**config.mk**
```make
export PLATFORM = sky130hd
export DESIGN_NAME = noise_voice
export DESIGN_NICKNAME = d
export VERILOG_FILES = /design/src/rtl/noise_voice_pkg.sv /design/src/rtl/noise_timer.sv /design/src/rtl/noise_lfsr.sv /design/src/rtl/noise_envelope.sv /design/src/rtl/noise_voice.sv
export SDC_FILE = /design/constraint.sdc
export NUM_CORES = 1
export LEC_CHECK = 0
export ABC_AREA = 1
export BUFFER_PORTS_ARGS = -buffer_cell sky130_fd_sc_hd__buf_4
export CAP_MARGIN = 20
export CELL_PAD_IN_SITES_DETAIL_PLACEMENT = 0
export CELL_PAD_IN_SITES_GLOBAL_PLACEMENT = 1
export CORE_MARGIN = 5
export CORE_UTILIZATION = 43
export DETAILED_ROUTE_END_ITERATION = 10
export HOLD_SLACK_MARGIN = 0.03
export PLACE_DENSITY = 0.79
export RECOVER_POWER = 50
export SLEW_MARGIN = 10
export SYNTH_ARGS = -nofsm -noshare
export SYNTH_HDL_FRONTEND = slang
export SYNTH_HIERARCHICAL = 1
export SYNTH_SLANG_ARGS = --single-unit
```
**constraint.sdc**
```tcl
create_clock -name clk -period 2 [get_ports clk]
set_input_delay 0.3 -clock clk [delete_from_list [all_inputs] [get_ports clk]]
set_output_delay 0.3 -clock clk [all_outputs]
set_load 0.005 [all_outputs]
```
**src/rtl/noise_voice_pkg.sv**
```systemverilog
package noise_voice_pkg;
  localparam int LFSR_W = 15;
  localparam int CNT_W  = 12;
  localparam int LEN_W  = 8;

  localparam logic [1:0] SEL_ENV = 2'd0;
  localparam logic [1:0] SEL_PER = 2'd1;
  localparam logic [1:0] SEL_LEN = 2'd2;

  function automatic logic [CNT_W-1:0] period_of(input logic [3:0] idx);
    case (idx)
      4'd0:  period_of = 12'd4;
      4'd1:  period_of = 12'd8;
      4'd2:  period_of = 12'd16;
      4'd3:  period_of = 12'd32;
      4'd4:  period_of = 12'd64;
      4'd5:  period_of = 12'd96;
      4'd6:  period_of = 12'd128;
      4'd7:  period_of = 12'd160;
      4'd8:  period_of = 12'd202;
      4'd9:  period_of = 12'd254;
      4'd10: period_of = 12'd380;
      4'd11: period_of = 12'd508;
      4'd12: period_of = 12'd762;
      4'd13: period_of = 12'd1016;
      4'd14: period_of = 12'd2034;
      default: period_of = 12'd4068;
    endcase
  endfunction

  function automatic logic [LEN_W-1:0] length_of(input logic [4:0] idx);
    if (idx[0]) begin
      length_of = (idx == 5'd1) ? 8'd254 : {3'd0, idx} - 8'd1;
    end else begin
      case (idx[4:1])
        4'd0:  length_of = 8'd10;
        4'd1:  length_of = 8'd20;
        4'd2:  length_of = 8'd40;
        4'd3:  length_of = 8'd80;
        4'd4:  length_of = 8'd160;
        4'd5:  length_of = 8'd60;
        4'd6:  length_of = 8'd14;
        4'd7:  length_of = 8'd26;
        4'd8:  length_of = 8'd12;
        4'd9:  length_of = 8'd24;
        4'd10: length_of = 8'd48;
        4'd11: length_of = 8'd96;
        4'd12: length_of = 8'd192;
        4'd13: length_of = 8'd72;
        4'd14: length_of = 8'd16;
        default: length_of = 8'd32;
      endcase
    end
  endfunction

  function automatic logic [LFSR_W-1:0] lfsr_step(input logic [LFSR_W-1:0] s,
                                                   input logic short_mode);
    logic fb;
    fb = s[0] ^ (short_mode ? s[6] : s[1]);
    lfsr_step = {fb, s[LFSR_W-1:1]};
  endfunction
endpackage

```
**src/rtl/noise_timer.sv**
```systemverilog
module noise_timer
  import noise_voice_pkg::*;
(
  input  logic       clk,
  input  logic       rst_n,
  input  logic [3:0] per_idx,
  output logic       tick
);
  logic [CNT_W-1:0] cnt_q;

  assign tick = (cnt_q == '0);

  always_ff @(posedge clk) begin
    if (!rst_n)    cnt_q <= '0;
    else if (tick) cnt_q <= period_of(per_idx) - 1'b1;
    else           cnt_q <= cnt_q - 1'b1;
  end
endmodule

```
**src/rtl/noise_lfsr.sv**
```systemverilog
module noise_lfsr
  import noise_voice_pkg::*;
#(
  parameter logic [LFSR_W-1:0] SEED = 15'h4000
) (
  input  logic              clk,
  input  logic              rst_n,
  input  logic              tick,
  input  logic              short_mode,
  output logic [LFSR_W-1:0] state,
  output logic              noise_bit
);
  always_ff @(posedge clk) begin
    if (!rst_n) begin
      state     <= SEED;
      noise_bit <= 1'b0;
    end else if (tick) begin
      state     <= lfsr_step(state, short_mode);
      noise_bit <= ~state[0];
    end
  end
endmodule

```
**src/rtl/noise_envelope.sv**
```systemverilog
module noise_envelope (
  input  logic       clk,
  input  logic       rst_n,
  input  logic       restart,
  input  logic       qframe,
  input  logic       loop_en,
  input  logic [3:0] period,
  output logic [3:0] level
);
  logic       start_q;
  logic [3:0] div_q;

  always_ff @(posedge clk) begin
    if (!rst_n) begin
      start_q <= 1'b0;
      div_q   <= '0;
      level   <= '0;
    end else begin
      if (qframe) begin
        if (start_q) begin
          start_q <= 1'b0;
          level   <= 4'd15;
          div_q   <= period;
        end else if (div_q == '0) begin
          div_q <= period;
          if (level != '0) level <= level - 1'b1;
          else if (loop_en) level <= 4'd15;
        end else begin
          div_q <= div_q - 1'b1;
        end
      end
      if (restart) start_q <= 1'b1;
    end
  end
endmodule

```
**src/rtl/noise_voice.sv**
```systemverilog
module noise_voice
  import noise_voice_pkg::*;
(
  input  logic       clk,
  input  logic       rst_n,
  input  logic       wr_en,
  input  logic [1:0] wr_sel,
  input  logic [7:0] wr_data,
  input  logic       chan_en,
  input  logic       qframe,
  input  logic       hframe,
  output logic [3:0] amp_out,
  output logic       len_active
);
  logic              halt_loop, const_vol, short_mode;
  logic [3:0]        vol_per, per_idx;
  logic [LEN_W-1:0]  len_q;
  logic              tick, noise_bit, len_load;
  logic [LFSR_W-1:0] lfsr_q;
  logic [3:0]        env_level;

  assign len_load = wr_en && (wr_sel == SEL_LEN) && chan_en;

  always_ff @(posedge clk) begin
    if (!rst_n) begin
      halt_loop  <= 1'b0;
      const_vol  <= 1'b0;
      vol_per    <= '0;
      short_mode <= 1'b0;
      per_idx    <= '0;
    end else if (wr_en) begin
      if (wr_sel == SEL_ENV) begin
        halt_loop <= wr_data[5];
        const_vol <= wr_data[4];
        vol_per   <= wr_data[3:0];
      end else if (wr_sel == SEL_PER) begin
        short_mode <= wr_data[7];
        per_idx    <= wr_data[3:0];
      end
    end
  end

  always_ff @(posedge clk) begin
    if (!rst_n)                              len_q <= '0;
    else if (!chan_en)                       len_q <= '0;
    else if (len_load)                       len_q <= length_of(wr_data[7:3]);
    else if (hframe && !halt_loop && len_q != '0) len_q <= len_q - 1'b1;
  end

  noise_timer u_timer (
    .clk(clk), .rst_n(rst_n), .per_idx(per_idx), .tick(tick)
  );

  noise_lfsr u_lfsr (
    .clk(clk), .rst_n(rst_n), .tick(tick), .short_mode(short_mode),
    .state(lfsr_q), .noise_bit(noise_bit)
  );

  noise_envelope u_env (
    .clk(clk), .rst_n(rst_n), .restart(len_load), .qframe(qframe),
    .loop_en(halt_loop), .period(vol_per), .level(env_level)
  );

  assign len_active = (len_q != '0);
  assign amp_out = (chan_en && len_active && noise_bit)
                   ? (const_vol ? vol_per : env_level) : 4'd0;
endmodule

```
# Word level (Yosys, flattened, before mapping)

Memories as Yosys holds them, arrays and structs flattened. A register that Yosys moved wholly into a read port is not among the register bits.
Cells that the tools add are included.
Widths: inputs -> output; s select.

Output and inout bits: 5
Flip-flop bits (word level): 56
Input bits: 16
Memory bits (read-only): 288
Bits in latches: 0
Memories kept: 2
Bits in writable memories: 0

Memory list:

| memory          | words | width | read ports | clocked after memory_dff | wr ports | line                  | source |
|---|---|---|---|---|---|---|---|
| (no name shown) | 16    | 11    | 1          | 1                        | 0        | noise_voice_pkg.sv:11 | `case (idx)` |
| (no name shown) | 16    | 7     | 1          | 0                        | 0        | noise_voice_pkg.sv:35 | `case (idx[4:1])` |

Shift operators: 0
Muxes and demuxes: 20
Equality and inequality tests: 3
$mul: 0
$lt $le $gt $ge: 0
Divide/modulo/power cells: 0
Bitwise logic cells: 3
Add/subtract/negate cells: 6
Reduce and logical (&&, ||, !) cells: 20

Operator list:

| operator              | number |
|---|---|
| $mux 4                | 10 |
| $mux 12               | 3 |
| $mux 8                | 4 |
| $sub 12x1->12 const B | 2 |
| $logic_not 12->1      | 1 |
| $reduce_bool 8->1     | 1 |
| $sub 4x1->4 const B   | 2 |
| $sub 8x1->8 const B   | 1 |
| $logic_and 1x1->1     | 6 |
| $reduce_and 3->1      | 2 |
| $reduce_bool 2->1     | 3 |
| $sub 5x1->6 const B   | 1 |
| $eq 5x1->1 const B    | 1 |
| $logic_not 4->1       | 1 |
| $reduce_and 2->1      | 2 |
| $reduce_bool 4->1     | 1 |
| $mux 1                | 3 |
| $reduce_bool 3->1     | 1 |
| $eq 2x1->1 const B    | 1 |
| $eq 2x2->1 const B    | 1 |
| $logic_not 2->1       | 1 |
| $not 1->1             | 2 |
| $logic_not 1->1       | 1 |
| $xor 1x1->1           | 1 |

# Depth between registers and ports, before layout

Depth after elaboration: 5
Mapped depth: 16
Gate-level depth less buffers: 15

# By module

Netlist, hierarchy kept.

By module, submodules not included:

| module         | instances | cells an instance | area an instance (um^2) | seq. area each (um^2) |
|---|---|---|---|---|
| noise_voice    | 1         | 210               | 1365.1                  | 380.4 |
| noise_timer    | 1         | 152               | 952.2                   | 240.2 |
| noise_lfsr     | 1         | 73                | 581.8                   | 320.3 |
| noise_envelope | 1         | 85                | 559.3                   | 180.2 |

# Worst setup path after synthesis

Ideal clock, no wire load.

Kind: register to register
Start: register per_idx[2] (netlist name)
End: register u_timer.cnt_q[7]
Setup time: 0.124 ns
Path buffers: 1
Stages on the path, launching flop included: 17
Data required time: 1.876 ns
Period minus slack after synthesis: 1.621 ns
Data arrival time: 1.496 ns
Setup slack: 0.379 ns
Path through: dfxtp_1 -> buf_6 -> inv_1 -> nand2_1 -> nand2_1 -> inv_1 -> nand2_1 -> o21ai_0 -> inv_1 -> ha_1 -> nand2_1 -> nor2_1 -> nand3_1 -> nor2_1 -> nand3_1 -> nand3_1 -> a21oi_1

RTL lines:

| item                 | line              | source |
|---|---|---|
| end signal, assigned | noise_timer.sv:15 | `else if (tick) cnt_q <= period_of(per_idx) - 1'b1;` |
| end signal, assigned | noise_timer.sv:16 | `else cnt_q <= cnt_q - 1'b1;` |
| end, declared        | noise_timer.sv:9  | `logic [CNT_W-1:0] cnt_q;` |

# Worst setup path in the final report

Start: register len_q[0]
End: output port amp_out[2]

Word-level cells in the longest chain between the ends: 4

Ends and longest elaborated chain:

| item                           | line              | source |
|---|---|---|
| start, declared                | noise_voice.sv:17 | `logic [LEN_W-1:0] len_q;` |
| start signal, assigned         | noise_voice.sv:46 | `else if (len_load) len_q <= length_of(wr_data[7:3]);` |
| start signal, assigned         | noise_voice.sv:47 | `else if (hframe && !halt_loop && len_q != '0) len_q <= len_q - 1'b1;` |
| $reduce_bool 8->1              | noise_voice.sv:64 | `assign len_active = (len_q != '0);` |
| $logic_and 1x1->1 (2 in a row) | noise_voice.sv:65 | `assign amp_out = (chan_en && len_active && noise_bit)` |
| $mux 4                         | noise_voice.sv:66 | `? (const_vol ? vol_per : env_level) : 4'd0;` |
| end, declared                  | noise_voice.sv:12 | `output logic [3:0] amp_out,` |

No other way between the ends.

==> flow_metrics.tcl <==
set metrics [dict create \
    postCtsHoldBufs 0 \
    crit_path_max_incr_delay_ns 0.38 \
    crit_fanout 4 \
    ys_seq_area_share_pct 32.42 \
    drtPass1Iterations 4 \
    synth_warnings 6 \
    synthTopCellsByCount "nand2_1 (100), nor2_1 (68), inv_1 (57), dfxtp_1 (56), nand3_1 (46)" \
    async_flop_share_pct 0 \
    chipWidth_um 99.68 \
    synth_top_family_by_area "simple AND/OR/NAND/NOR gates" \
    required_ns 1.70 \
    cts_made_buffers 5 \
    synthMuxAreaShare_pct 0 \
    totalPowerFinal_mw 3.864 \
    powerDensity_nw_per_um2 1033 \
    drive_above_1_share_pct 11.52 \
    ant_nets 0 \
    hold_ws_ns 0.2496 \
    multi_input_area_um2 1951 \
    cp_cell_sequence "inv_2 > ha_1 > inv_1 > nor3_2 > nand2_4 > nand3_2 > a21oi_1 > buf_4" \
    ys.flop_type "dfxtp_1" \
    drv_cap 0 \
    stdcell_count 640 \
    synthTopCellsByArea "dfxtp_1 (32%), nand2_1 (11%), nor2_1 (7.4%)" \
    syn_nets 549 \
    wirelength_um 7681 \
    post_cts_resize_count 0 \
    grt_pass1_wl_um 13470 \
    clkLatencyLatePin_ns 0.32 \
    fin_skew_ns 0.01014 \
    p_leak_nw 1.693 \
    vias 3200 \
    io_pins 21 \
    status "complete, no violations" \
    seqCellArea_um2 1127 \
    cts_setup_buffers 0 \
    clk_pin_slew_ns 0.11 \
    fin_ws_ns 0.1229 \
    hpwlAfterDp_um 5775 \
    grt-ovfl-total 0 \
    gp_congestion 0.8336 \
    r2r_setup_slack_ns 0.18 \
    slew_headroom_pct 76.33 \
    netlist_instances 520 \
    synth_cell_types 38 \
    worstMarginPinSlew_ns 0.3540 \
    critPathKind "flip-flop to output port" \
    finalHoldViolCount 0 \
    fp.dieH_um 99.68 \
    final.setup.tns_ns 0 \
    slew_violations 0 \
    rsz0062_at_grt "yes" \
    final-setup-viol-count 0 \
    drtIter0Drc 137 \
    synth.most_common_cell "nand2_1" \
    yosysTopAreaCell "dfxtp_1" \
    cts.sinks 56 \
    routed_via_density 5.000 \
    peakVddDrop_uv 380.9 \
    synth_compound_area_share_pct 17.47 \
    start_kind "flip-flop" \
    arrival_ns 1.58 \
    avgRoutedWirePerCell_um 12.00 \
    synth-edff-count 0 \
    cp_slowest_cell "dfxtp_1" \
    hold_class "primary input to flip-flop" \
    nFillCells 813 \
    rows 32 \
    cts_buffer_depth 2 \
    htreeDepth 2 \
    synth_simple_gate_area_share_pct 32.31 \
    drc_errors 0 \
    grt_max_degree 37 \
    placed_cells 632 \
    cts-root-buf "clkbuf_8" \
    portBuffers 20 \
    fmax_mhz 532.7 \
    core_um2 7767 \
    track_usage_pct 16.06 \
    dieArea_um2 9936 \
    endpoint_kind "output port" \
    antenna_found_initial 0 \
    ys_seq_elements 56 \
    syn2layout_area_growth_pct 8.140 \
    syn_area_um2 3458 \
    yosys.area_share.adder_pct 4.703 \
    final_nets 566 \
    syn_avg_cell_area_um2 6.651 \
    synthXorXnorAreaFrac_pct 2.533 \
    min_period_ns 1.877 \
    fin_crit_sh_pct 93.86 \
    place_ws_ns 0.1973 \
    start_util_pct 44.52 \
    grt_pass1_vias 2999 \
    synth_top_area_share_pct 32.42 \
    cts_tree "yes" \
    antennaDiodeCount 0 \
]
[critical path, delay by kind of cell (launching register included)]
family                     cells  cell delay [ns]
buffers and inverters          3             0.26
DFF                            1             0.38
adders and majority gates      1             0.19
AOI/OAI and AO/OA              1             0.16
and+or+nand+nor                3             0.27
[state kept, by name, summed over array words and instances (netlist names)]
| register | count |
|---|---|
| u_lfsr/state | 15 |
| u_env/start_q | 1 |
| short_mode | 1 |
| u_env/level | 4 |
| per_idx | 4 |
| vol_per | 4 |
| const_vol | 1 |
| u_lfsr/noise_bit | 1 |
| len_q | 8 |
| u_timer/cnt_q | 12 |
| halt_loop | 1 |
| u_env/div_q | 4 |
[final timing paths]
kind                            to  cells after the start              from
hold reg to reg   u_timer/cnt_q[0]                      1  u_timer/cnt_q[0]
setup reg to reg  u_timer/cnt_q[7]                     15        per_idx[0]
setup / recovery        amp_out[2]                      8          len_q[0]
hold / removal          vol_per[0]                      3        wr_data[0]
[routing by layer]
layer | global-route usage, % | part of all wire, % | up-vias
met4 | 4.097 | 0 | 0
met5 | 0 | 0 | -
met2 | 26.58 | 48 | 33
li1 | - | - | 1723
met1 | 21.74 | 50 | 1444
met3 | 2.595 | 2.5 | 0
[layout make-up]
class,count,share of cell area (%)
sequential,56,30.14
inverter,76,7.762
clock buffer,5,1.840
timing repair buffer,20,3.914
tap,102,3.412
multi-input combinational,378,52.16
clock inverter,3,0.7695
[through the flow]
stage / utilization [%] / area (µm²)
6_report: 48.15 / 3740
5_1_grt: 48.15 / 3740
4_1_cts: 48.39 / 3759
3_5_place_dp: 47.13 / 3661
3_3_place_gp: 47.13 / 3661
2_1_floorplan: - / 3458
[power by group]
| part | internal, mW | total, mW | leakage (nW) | switching, mW |
|---|---|---|---|---|
| registers | 1.40 | 1.60 | 0.460 | 0.197 |
| clock network | 0.266 | 0.678 | 0.0511 | 0.413 |
| logic | 0.580 | 1.59 | 1.18 | 1.01 |
[kinds of logic (layout without fill, tap and decap cells)]
logic type | Yosys count | after routing
simple gates | 240 | 240
compound gates | 115 | 115
buf+inv | 86 | 104
flops | 56 | 56
fa+ha+maj | 13 | 13
xor+xnor | 10 | 10
[placed cells by master (no fill, tap or decap), drive strengths merged, types with 3 or more instances in the layout]
master	count
clkinv	4
nand3	49
dfxtp	56
nand4	7
o211ai	3
buf	19
a21oi	45
xor2	7
o21ai	60
inv	75
clkbuf	6
xnor2	3
nor3	3
nand2	107
nor2	72
ha	13
Note: power is estimated with default switching activity, not from simulation.
